$ cat src/rtl/hub_dsp_pkg.sv
package hub_dsp_pkg;

    typedef enum logic [1:0] {
        LS_SE0 = 2'b00,
        LS_J   = 2'b01,
        LS_K   = 2'b10,
        LS_BAD = 2'b11
    } line_e;

    // Window length in ns -> whole clock cycles, rounded up, at least one.
    function automatic int unsigned ns_to_cyc(longint unsigned ns, longint unsigned khz);
        longint unsigned c;
        c = (ns * khz + 64'd999999) / 64'd1000000;
        if (c == 0) c = 1;
        return int'(c);
    endfunction

    function automatic int unsigned max2(int unsigned a, int unsigned b);
        return (a > b) ? a : b;
    endfunction

endpackage

$ cat src/rtl/hub_dsp_run.sv
// Registers the line code and counts consecutive cycles it has been held.
module hub_dsp_run #(
    parameter int unsigned RUN_CAP = 16,
    localparam int unsigned RUN_W  = $clog2(RUN_CAP + 1)
) (
    input  logic             clk,
    input  logic             rst_n,
    input  logic [1:0]       line_i,
    output logic [1:0]       line_o,
    output logic [RUN_W-1:0] run_o
);
    typedef struct packed {
        logic [1:0]       line;
        logic [RUN_W-1:0] run;
    } run_st_t;

    run_st_t st_d, st_q;

    always_comb begin
        st_d = st_q;
        st_d.line = line_i;
        if (line_i != st_q.line) begin
            st_d.run = RUN_W'(1);
        end else if (st_q.run != RUN_W'(RUN_CAP)) begin
            st_d.run = st_q.run + RUN_W'(1);
        end
    end

    always_ff @(posedge clk or negedge rst_n) begin
        if (!rst_n) begin
            st_q <= '{line: hub_dsp_pkg::LS_SE0, run: '0};
        end else begin
            st_q <= st_d;
        end
    end

    assign line_o = st_q.line;
    assign run_o  = st_q.run;

    AST_RUN_RESTART: assert property (@(posedge clk) disable iff (!rst_n)
        (line_i != line_o) |=> (run_o == RUN_W'(1))) else $error("run restart");
endmodule

$ cat src/rtl/hub_dsp_attach.sv
// Attach tracking: connect and disconnect detection with awake/suspend windows.
module hub_dsp_attach #(
    parameter int unsigned CA = 5,
    parameter int unsigned CS = 10,
    parameter int unsigned DA = 5,
    parameter int unsigned DS = 8,
    parameter int unsigned RUN_CAP = 16,
    localparam int unsigned RUN_W = $clog2(RUN_CAP + 1)
) (
    input  logic             clk,
    input  logic             rst_n,
    input  logic [1:0]       line_i,
    input  logic [RUN_W-1:0] run_i,
    input  logic             awake_i,
    output logic             attached_o,
    output logic             disc_fire_o,
    output logic             conn_o,
    output logic             disc_o
);
    typedef struct packed {
        logic attached;
        logic conn;
        logic disc;
    } att_st_t;

    att_st_t st_d, st_q;
    logic [RUN_W-1:0] conn_thr, disc_thr;
    logic             conn_fire, disc_fire;

    always_comb begin
        conn_thr  = awake_i ? RUN_W'(CA) : RUN_W'(CS);
        disc_thr  = awake_i ? RUN_W'(DA) : RUN_W'(DS);
        conn_fire = !st_q.attached && (line_i != hub_dsp_pkg::LS_SE0) && (run_i == conn_thr);
        disc_fire = st_q.attached && (line_i == hub_dsp_pkg::LS_SE0) && (run_i == disc_thr);
        st_d      = st_q;
        st_d.conn = conn_fire;
        st_d.disc = disc_fire;
        if (conn_fire) st_d.attached = 1'b1;
        if (disc_fire) st_d.attached = 1'b0;
    end

    always_ff @(posedge clk or negedge rst_n) begin
        if (!rst_n) begin
            st_q <= '0;
        end else begin
            st_q <= st_d;
        end
    end

    assign attached_o  = st_q.attached;
    assign disc_fire_o = disc_fire;
    assign conn_o      = st_q.conn;
    assign disc_o      = st_q.disc;

    AST_CONN_SETS_ATTACH: assert property (@(posedge clk) disable iff (!rst_n)
        conn_o |-> attached_o) else $error("connect without attach");
    AST_DISC_CLEARS_ATTACH: assert property (@(posedge clk) disable iff (!rst_n)
        disc_o |-> !attached_o) else $error("disconnect with attach");
endmodule

$ cat src/rtl/hub_dsp_resume.sv
// Resume detection, upstream rebroadcast pulse and timed K drive.
module hub_dsp_resume #(
    parameter int unsigned RD = 5,
    parameter int unsigned DR = 40,
    parameter int unsigned RUN_CAP = 16,
    localparam int unsigned RUN_W = $clog2(RUN_CAP + 1),
    localparam int unsigned DRV_W = $clog2(DR + 1)
) (
    input  logic             clk,
    input  logic             rst_n,
    input  logic [1:0]       line_i,
    input  logic [RUN_W-1:0] run_i,
    input  logic             attached_i,
    input  logic             awake_i,
    input  logic             en_i,
    input  logic             abort_i,
    output logic             bcast_o,
    output logic             drive_o
);
    typedef struct packed {
        logic             drive;
        logic             bcast;
        logic [DRV_W-1:0] cnt;
    } rsm_st_t;

    rsm_st_t st_d, st_q;
    logic    start;

    always_comb begin
        start = attached_i && en_i && !awake_i && !st_q.drive
             && (line_i == hub_dsp_pkg::LS_K) && (run_i == RUN_W'(RD));
        st_d       = st_q;
        st_d.bcast = 1'b0;
        if (st_q.drive) begin
            if (abort_i || st_q.cnt == '0) begin
                st_d.drive = 1'b0;
                st_d.cnt   = '0;
            end else begin
                st_d.cnt = st_q.cnt - DRV_W'(1);
            end
        end else if (start) begin
            st_d.drive = 1'b1;
            st_d.bcast = 1'b1;
            st_d.cnt   = DRV_W'(DR - 1);
        end
    end

    always_ff @(posedge clk or negedge rst_n) begin
        if (!rst_n) begin
            st_q <= '0;
        end else begin
            st_q <= st_d;
        end
    end

    assign bcast_o = st_q.bcast;
    assign drive_o = st_q.drive;

    AST_DRIVE_HOLD: assert property (@(posedge clk) disable iff (!rst_n)
        (st_q.drive && st_q.cnt != '0 && !abort_i) |=> drive_o) else $error("drive dropped early");
    AST_DRIVE_ENDS: assert property (@(posedge clk) disable iff (!rst_n)
        (st_q.drive && st_q.cnt == '0) |=> !drive_o) else $error("drive overran");
endmodule

$ cat src/rtl/hub_dport_evt.sv
module hub_dport_evt #(
    parameter longint unsigned CLK_KHZ        = 48000,
    parameter longint unsigned CONN_AWAKE_NS  = 2500,
    parameter longint unsigned CONN_SUSP_NS   = 5000,
    parameter longint unsigned DISC_AWAKE_NS  = 2250,
    parameter longint unsigned DISC_SUSP_NS   = 4000,
    parameter longint unsigned RSM_DET_NS     = 2500,
    parameter longint unsigned RSM_DRIVE_NS   = 20000000
) (
    input  logic       clk,
    input  logic       rst_n,
    input  logic [1:0] line_st_i,
    input  logic       hub_awake_i,
    input  logic       port_en_i,
    output logic       conn_evt_o,
    output logic       disc_evt_o,
    output logic       rsm_bcast_o,
    output logic       rsm_drive_o
);
    import hub_dsp_pkg::*;

    localparam int unsigned CA  = ns_to_cyc(CONN_AWAKE_NS, CLK_KHZ);
    localparam int unsigned CS  = ns_to_cyc(CONN_SUSP_NS, CLK_KHZ);
    localparam int unsigned DA  = ns_to_cyc(DISC_AWAKE_NS, CLK_KHZ);
    localparam int unsigned DS  = ns_to_cyc(DISC_SUSP_NS, CLK_KHZ);
    localparam int unsigned RD  = ns_to_cyc(RSM_DET_NS, CLK_KHZ);
    localparam int unsigned DR  = ns_to_cyc(RSM_DRIVE_NS, CLK_KHZ);
    localparam int unsigned RUN_CAP = max2(max2(max2(CA, CS), max2(DA, DS)), RD) + 1;
    localparam int unsigned RUN_W   = $clog2(RUN_CAP + 1);

    logic [1:0]       line_q;
    logic [RUN_W-1:0] run_q;
    logic             attached, disc_fire;

    hub_dsp_run #(.RUN_CAP(RUN_CAP)) run_i (
        .clk    (clk),
        .rst_n  (rst_n),
        .line_i (line_st_i),
        .line_o (line_q),
        .run_o  (run_q)
    );

    hub_dsp_attach #(.CA(CA), .CS(CS), .DA(DA), .DS(DS), .RUN_CAP(RUN_CAP)) att_i (
        .clk         (clk),
        .rst_n       (rst_n),
        .line_i      (line_q),
        .run_i       (run_q),
        .awake_i     (hub_awake_i),
        .attached_o  (attached),
        .disc_fire_o (disc_fire),
        .conn_o      (conn_evt_o),
        .disc_o      (disc_evt_o)
    );

    hub_dsp_resume #(.RD(RD), .DR(DR), .RUN_CAP(RUN_CAP)) rsm_i (
        .clk        (clk),
        .rst_n      (rst_n),
        .line_i     (line_q),
        .run_i      (run_q),
        .attached_i (attached),
        .awake_i    (hub_awake_i),
        .en_i       (port_en_i),
        .abort_i    (disc_fire),
        .bcast_o    (rsm_bcast_o),
        .drive_o    (rsm_drive_o)
    );

    AST_EVT_EXCLUSIVE: assert property (@(posedge clk) disable iff (!rst_n)
        $onehot0({conn_evt_o, disc_evt_o})) else $error("both events");
    AST_CONN_ONE_CYCLE: assert property (@(posedge clk) disable iff (!rst_n)
        conn_evt_o |=> !conn_evt_o) else $error("long connect pulse");
    AST_DISC_ONE_CYCLE: assert property (@(posedge clk) disable iff (!rst_n)
        disc_evt_o |=> !disc_evt_o) else $error("long disconnect pulse");
    AST_BCAST_ONE_CYCLE: assert property (@(posedge clk) disable iff (!rst_n)
        rsm_bcast_o |=> !rsm_bcast_o) else $error("long rebroadcast pulse");
    AST_BCAST_WITH_DRIVE: assert property (@(posedge clk) disable iff (!rst_n)
        rsm_bcast_o |-> rsm_drive_o) else $error("rebroadcast without drive");
    AST_DRIVE_RISE: assert property (@(posedge clk) disable iff (!rst_n)
        $rose(rsm_drive_o) |-> rsm_bcast_o) else $error("drive without rebroadcast");
    AST_DISC_ABORTS: assert property (@(posedge clk) disable iff (!rst_n)
        disc_evt_o |-> !rsm_drive_o) else $error("drive survives disconnect");
    AST_CONN_LINE: assert property (@(posedge clk) disable iff (!rst_n)
        conn_evt_o |-> $past(line_q != LS_SE0)) else $error("connect on SE0");
    AST_DISC_LINE: assert property (@(posedge clk) disable iff (!rst_n)
        disc_evt_o |-> $past(line_q == LS_SE0)) else $error("disconnect off SE0");
endmodule

$ cat config.mk
export PLATFORM = sky130hd
export DESIGN_NAME = hub_dport_evt
export DESIGN_NICKNAME = d
export VERILOG_FILES = /design/src/rtl/hub_dsp_pkg.sv /design/src/rtl/hub_dsp_run.sv /design/src/rtl/hub_dsp_attach.sv /design/src/rtl/hub_dsp_resume.sv /design/src/rtl/hub_dport_evt.sv
export SDC_FILE = /design/constraint.sdc
export NUM_CORES = 1
export LEC_CHECK = 0
export ABC_AREA = 0
export BUFFER_PORTS_ARGS = -buffer_cell sky130_fd_sc_hd__buf_4
export CAP_MARGIN = 20
export CORE_MARGIN = 4
export CORE_UTILIZATION = 65
export DETAILED_ROUTE_END_ITERATION = 10
export PLACE_DENSITY = 0.87
export SLEW_MARGIN = 20
export SYNTH_ARGS = -nofsm -noshare
export SYNTH_HDL_FRONTEND = slang
export SYNTH_HIERARCHICAL = 1
export SYNTH_SLANG_ARGS = --single-unit
export TNS_END_PERCENT = 1
$ cat constraint.sdc
create_clock -name clk -period 3.5 [get_ports clk]
set_clock_uncertainty 0.1 [all_clocks]
set_input_delay 0.35 -clock clk [delete_from_list [all_inputs] [get_ports clk]]
set_output_delay 0.35 -clock clk [all_outputs]
set_load 0.05 [all_outputs]
# After elaboration in Yosys (flattened, before gate mapping)
# Cells that the tools add are included.
dict set report totals {
  ff_bits 35
  inputBits 6
  output_inout_bits 4
  word_cells 47
}
dict set report op_classes {
  add_sub_neg 2
  eq_ne 6
  muxes 12
  n_reduce_logical 19
}
# cell n
set op_table {}
lappend op_table {{20-bit 2-to-1 mux} 2}
lappend op_table {{8-bit 2-to-1 mux} 4}
lappend op_table {{22-bit 2-to-1 mux} 1}
lappend op_table {{20-bit logical NOT} 1}
lappend op_table {{20-bit by 1-bit subtractor with 20-bit output, second input constant} 1}
lappend op_table {{8-bit equality test} 2}
lappend op_table {{1-bit logical AND} 9}
lappend op_table {{8-bit by 1-bit adder with 8-bit output, second input constant} 1}
lappend op_table {{8-bit by 7-bit equality test with 1-bit output, second input constant} 1}
lappend op_table {{8-bit inequality test, second input constant} 1}
lappend op_table {{2-bit nonzero test} 4}
lappend op_table {{1-bit 2-to-1 mux} 5}
lappend op_table {{1-bit logical NOT} 3}
lappend op_table {{2-bit equality test, second input constant} 1}
lappend op_table {{2-bit logical NOT} 1}
lappend op_table {{2-bit inequality test} 1}
lappend op_table {{1-bit logical OR} 1}

# Logic depth before layout (Yosys ltp)
dict set report logic_depth {
  ltp_word 7
  mapped_depth 8
  mapped_depth_nobuf 7
}

# By module
# Netlist, hierarchy kept.
# module n_inst cells_each area_per_inst_um2 seq_area_each_um2
set by_module_without_submodules {}
lappend by_module_without_submodules {hub_dsp_resume 1 137 1256.2 550.5}
lappend by_module_without_submodules {hub_dsp_run 1 44 481.7 250.2}
lappend by_module_without_submodules {hub_dsp_attach 1 19 183.9 75.1}

# Worst setup path after synthesis
# Ideal clock, no wire load.
dict set report synth_timing {
  kind {register -> register}
  startpoint {register rsm_i/st_q[12] in the netlist's numbering}
  endpoint {register rsm_i/st_q[17] in the netlist's numbering}
  t_arrival_ns 1.975
  t_required_ns 3.274
  path_slack_ns 1.298
  path_stages_with_launch 7
  n_path_buf 1
  cell_sequence {dfrtp_1 or4_4 or3_1 buf_6 nor3_1 o21ai_0 a221o_1}
}
dict set report synth_between {
  elab_chain_len 4
  elab_cells_between_ends 5
}
# item line
set synth_lines {}
lappend synth_lines {{start: declaration} hub_dsp_resume.sv:26} ;# rsm_st_t st_d, st_q;
lappend synth_lines {{start signal: assignment} hub_dsp_resume.sv:52} ;# st_q <= st_d;
lappend synth_lines {{parallel branches: the longest is 2 deep, another holds 20-bit by 1-bit subtractor with 20-bit output} -}
lappend synth_lines {{20-bit 2-to-1 mux (*)} hub_dsp_resume.sv:35} ;# if (abort_i || st_q.cnt == '0) begin
lappend synth_lines {{20-bit 2-to-1 mux (*)} hub_dsp_resume.sv:34} ;# if (st_q.drive) begin
# Mark *: on every way between the ends.
# A chain may end at the register's enable or synchronous reset.

# Worst setup path in the final report
dict set report layout_timing {
  startpoint {register rsm_i/st_q[4] in the netlist's numbering}
  endpoint {register rsm_i/st_q[17] in the netlist's numbering}
}
# Same word-level chain as after synthesis.

==> summary.md <==
| Metric | Value |
|---|---|
| Relative slew margins | `54.6%` |
| Residual DRC count | `0` |
| Average size of a mapped cell | `9.61 sq um` |
| Die X | `62.4 um` |
| Synthesis-stage register bit count | `35` |
| Top fanout value on the critical path | `21` |
| WP data required | `3640 ps` |
| Crit share post-route | `75.8%` |
| Tot Pwr | `674 uW` |
| Initial antenna violation count | `0` |
| Die Height | `62.4 um` |
| Routed vias/inst | `6.70` |
| Share of cells above drive strength 1 | `12.0%` |
| Sw Share | `25.5%` |
| TritonCTS buffer count | `5` |
| Vias | `1,662` |
| Critical Path AT | `2790 ps` |
| Clock share of power | `31.8%` |
| Post-cts resize count | `0` |
| Utilization after layout | `75.4%` |
| Largest net degree at the start of global routing | `36` |
| P_int | `502 uW` |
| CP Capture Type | `flop` |
| Clock slew at reported path FFs | `110 ps` |
| Diode count | `0` |
| Final Hold Vio Count | `0` |
| P_leak | `0.969 nW` |
| H-tree Lvls | `2` |
| Most used DFF post-synth | `dfrtp_1` |
| Final Critical Period | `2650 ps` |
| Setup ws final | `849 ps` |
| Routed WL | `4180 um` |
| Netlist cell types | `47` |
| Max IR drop VDD | `0.387 mV` |
| Share of total power in sequential cells | `62.1%` |
| GR Util All Layers | `23.0%` |
| RSZ-0062 raised after global routing | `false` |
| TNS Setup | `0 ps` |
| GPL Wtd Cong | `0.892` |
| Core Footprint | `0.00278 sq mm` |
| I/O Buffers | `9` |
| Worst Hold Class | `primary input to flop` |
| Placed Cells | `237` |
| Final Max Slew Viols | `0` |
| Detailed-route wire length per cell | `16.8 um` |
| Kind of critical path | `flop to flop` |
| Mapped cell area | `0.00192 sq mm` |
| Worst-Margin Slew | `675 ps` |
| Final HPWL DP | `2910 um` |
| Final nets | `226` |
| Overflow after GRT | `0` |
| Crit-path cells | `nor4_1 > and4b_1 > a21o_1 > o21ai_0 > a221o_1` |
| Post-Syn Nets | `210` |
| Switching power | `172 uW` |
| Highest Clock Rate | `0.377 GHz` |
| Area grow syn2layout | `9.11%` |
| Comb power frac | `6.1%` |
| Max_cap viols | `0` |
| EDFF count, synth | `0` |
| Clk buf depth | `2` |
| Starting Density | `69.1%` |
| Final setup violation count | `0` |
| CP peak stage delay | `630 ps` |
| Cell count after synthesis | `200` |
| Row count | `19` |
| Clock root buffer master | `clkbuf_4` |
| Status | `finished, final reports clean` |
| DR iter-0 viols | `128` |
| Drt pass-1 iters | `4` |
| Final ANT Viol Nets | `0` |
| Clock sink count | `35` |
| Post-synth ARST share | `100%` |
| Crit start category | `flop` |
| CP max-delay cell | `nor4_1` |
| Vias in the first global route | `1,612` |
| Power Density | `321 mW/mm^2` |
| Sequential element share of the synthesized area | `45.6%` |
| # IOs | `10` |
| CTS tree | `done` |
| Die area | `0.00389 sq mm` |
| Worst skew pair latency | `350 ps` |
| Final non-filler cell total | `248` |
| DP Worst Slack | `913 ps` |
| Synth Warn # | `6` |
| First-pass GRT wire length | `7230 um` |
==> metrics by stage <==
| stage | hold WS [ps] | cell area [sq um] |
|---|---|---|
| finish | 201 | 2100 |
| global route | 208 | 2100 |
| detailed placement | 223 | 2010 |
| global placement | 217 | 2010 |
| floorplan | -45.6 | 1920 |
| CTS | 5.14 | 2080 |
==> final timing paths <==
| check | from | to | slack (ps) | cells past startpoint |
|---|---|---|---|---|
| setup / recovery | rsm_i/st_q[4] | rsm_i/st_q[17] | 850 | 5 |
| hold / removal | hub_awake_i | att_i/conn_o | 200 | 3 |
| max in group asynchronous | rst_n | rsm_i/bcast_o | 2620 | 2 |
| min in group asynchronous | rst_n | rsm_i/st_q[11] | 380 | 2 |
| hold reg to reg | rsm_i/st_q[9] | rsm_i/st_q[9] | 410 | 1 |
| setup reg to reg | rsm_i/st_q[4] | rsm_i/st_q[17] | 850 | 5 |
==> layout by cell type (no fill, tap or decap), types with 2 or more instances in the layout <==
cell / instances
nand4_1: 2
a21oi_1: 8
o21ai_0: 17
nor4bb_1: 3
a221o_1: 2
ha_1: 4
nand2b_1: 5
dfrtp_1: 35
nand2_1: 9
clkbuf_4: 5
clkinv_2: 3
nor3b_1: 2
nor3_1: 15
inv_1: 10
a21o_1: 5
dlygate4sd3_1: 3
o21a_1: 4
o221ai_1: 2
nor4_1: 5
nor2_1: 14
a211o_1: 4
a31oi_1: 7
or3_1: 6
nand3_1: 7
buf_4: 11
xnor2_1: 5
o21ai_1: 3
==> sequential cells by signal, indices dropped and copies added, names as in the netlist <==
| signal | count |
|---|---|
| run_i/line_o | 2 |
| rsm_i/drive_o | 1 |
| att_i/attached_o | 1 |
| run_i/run_o | 8 |
| rsm_i/bcast_o | 1 |
| rsm_i/st_q | 20 |
| att_i/disc_o | 1 |
| att_i/conn_o | 1 |
==> power groups by stage <==
stage | Clock, mW | Sequential, mW | Combinational [mW]
after floorplan | 0 | 0.423 | 0.0221
after global placement | 0 | 0.425 | 0.0367
after detailed placement | 0 | 0.426 | 0.0389
after CTS | 0.219 | 0.418 | 0.0400
after global routing | 0.245 | 0.420 | 0.0473
final | 0.214 | 0.419 | 0.0412
==> synthesized netlist by cell type, types with 3 or more instances <==
master / instances / area, sq um
a21o_1: 5 / 37.5
o21ai_0: 17 / 85.1
o21a_1: 4 / 30.0
a21oi_1: 8 / 40.0
inv_1: 10 / 37.5
nand2b_1: 5 / 31.3
o21ai_1: 3 / 15.0
ha_1: 4 / 50.1
or3_1: 6 / 37.5
nor4bb_1: 3 / 30.0
nand2_1: 9 / 33.8
xnor2_1: 5 / 43.8
nor3_1: 15 / 75.1
a211o_1: 4 / 35.0
nand3_1: 7 / 35.0
a31oi_1: 7 / 43.8
dfrtp_1: 35 / 876
nor2_1: 14 / 52.6
nor4_1: 5 / 31.3
==> layer usage <==
layer  track usage (%)  routed length [um]
met1              28.5                1780
met2              37.4                2070
met3              5.04                 232
met4              12.2                  94
met5                 0                   0
==> logic make-up (layout without fill, tap and decap cells) <==
family          after synthesis  count (layout)  share of synthesized area (%)
compound gates               59              59                           20.3
xor+xnor                      6               6                           2.73
fa+ha+maj                     4               4                           2.60
buf+inv                      16              33                           3.65
flops                        35              35                           45.6
simple gates                 80              80                           25.1
==> cell type report <==
cell class / count / area [sq um]
multi-input combinational: 149 / 976
clock buffer: 5 / 37.5
fill: 191 / 684
timing repair buffer: 14 / 113
clock inverter: 3 / 15.0
sequential: 35 / 876
inverter: 11 / 41.3
tap: 31 / 38.8
==> critical path: cells and delay by family (launching register included) <==
family / cells / cell delay, ps
compound gates: 3 / 1050
simple gates: 2 / 950
flops: 1 / 430
==> timing repair <==
item / 4_1_cts / 5_1_grt
hold endpoints to repair: 35 / 2
endpoints found under the setup margin: 0 / 0
hold buffers: 1 / 2
setup buffers: 0 / 0
No activity file was read; power rests on OpenSTA's default activity.
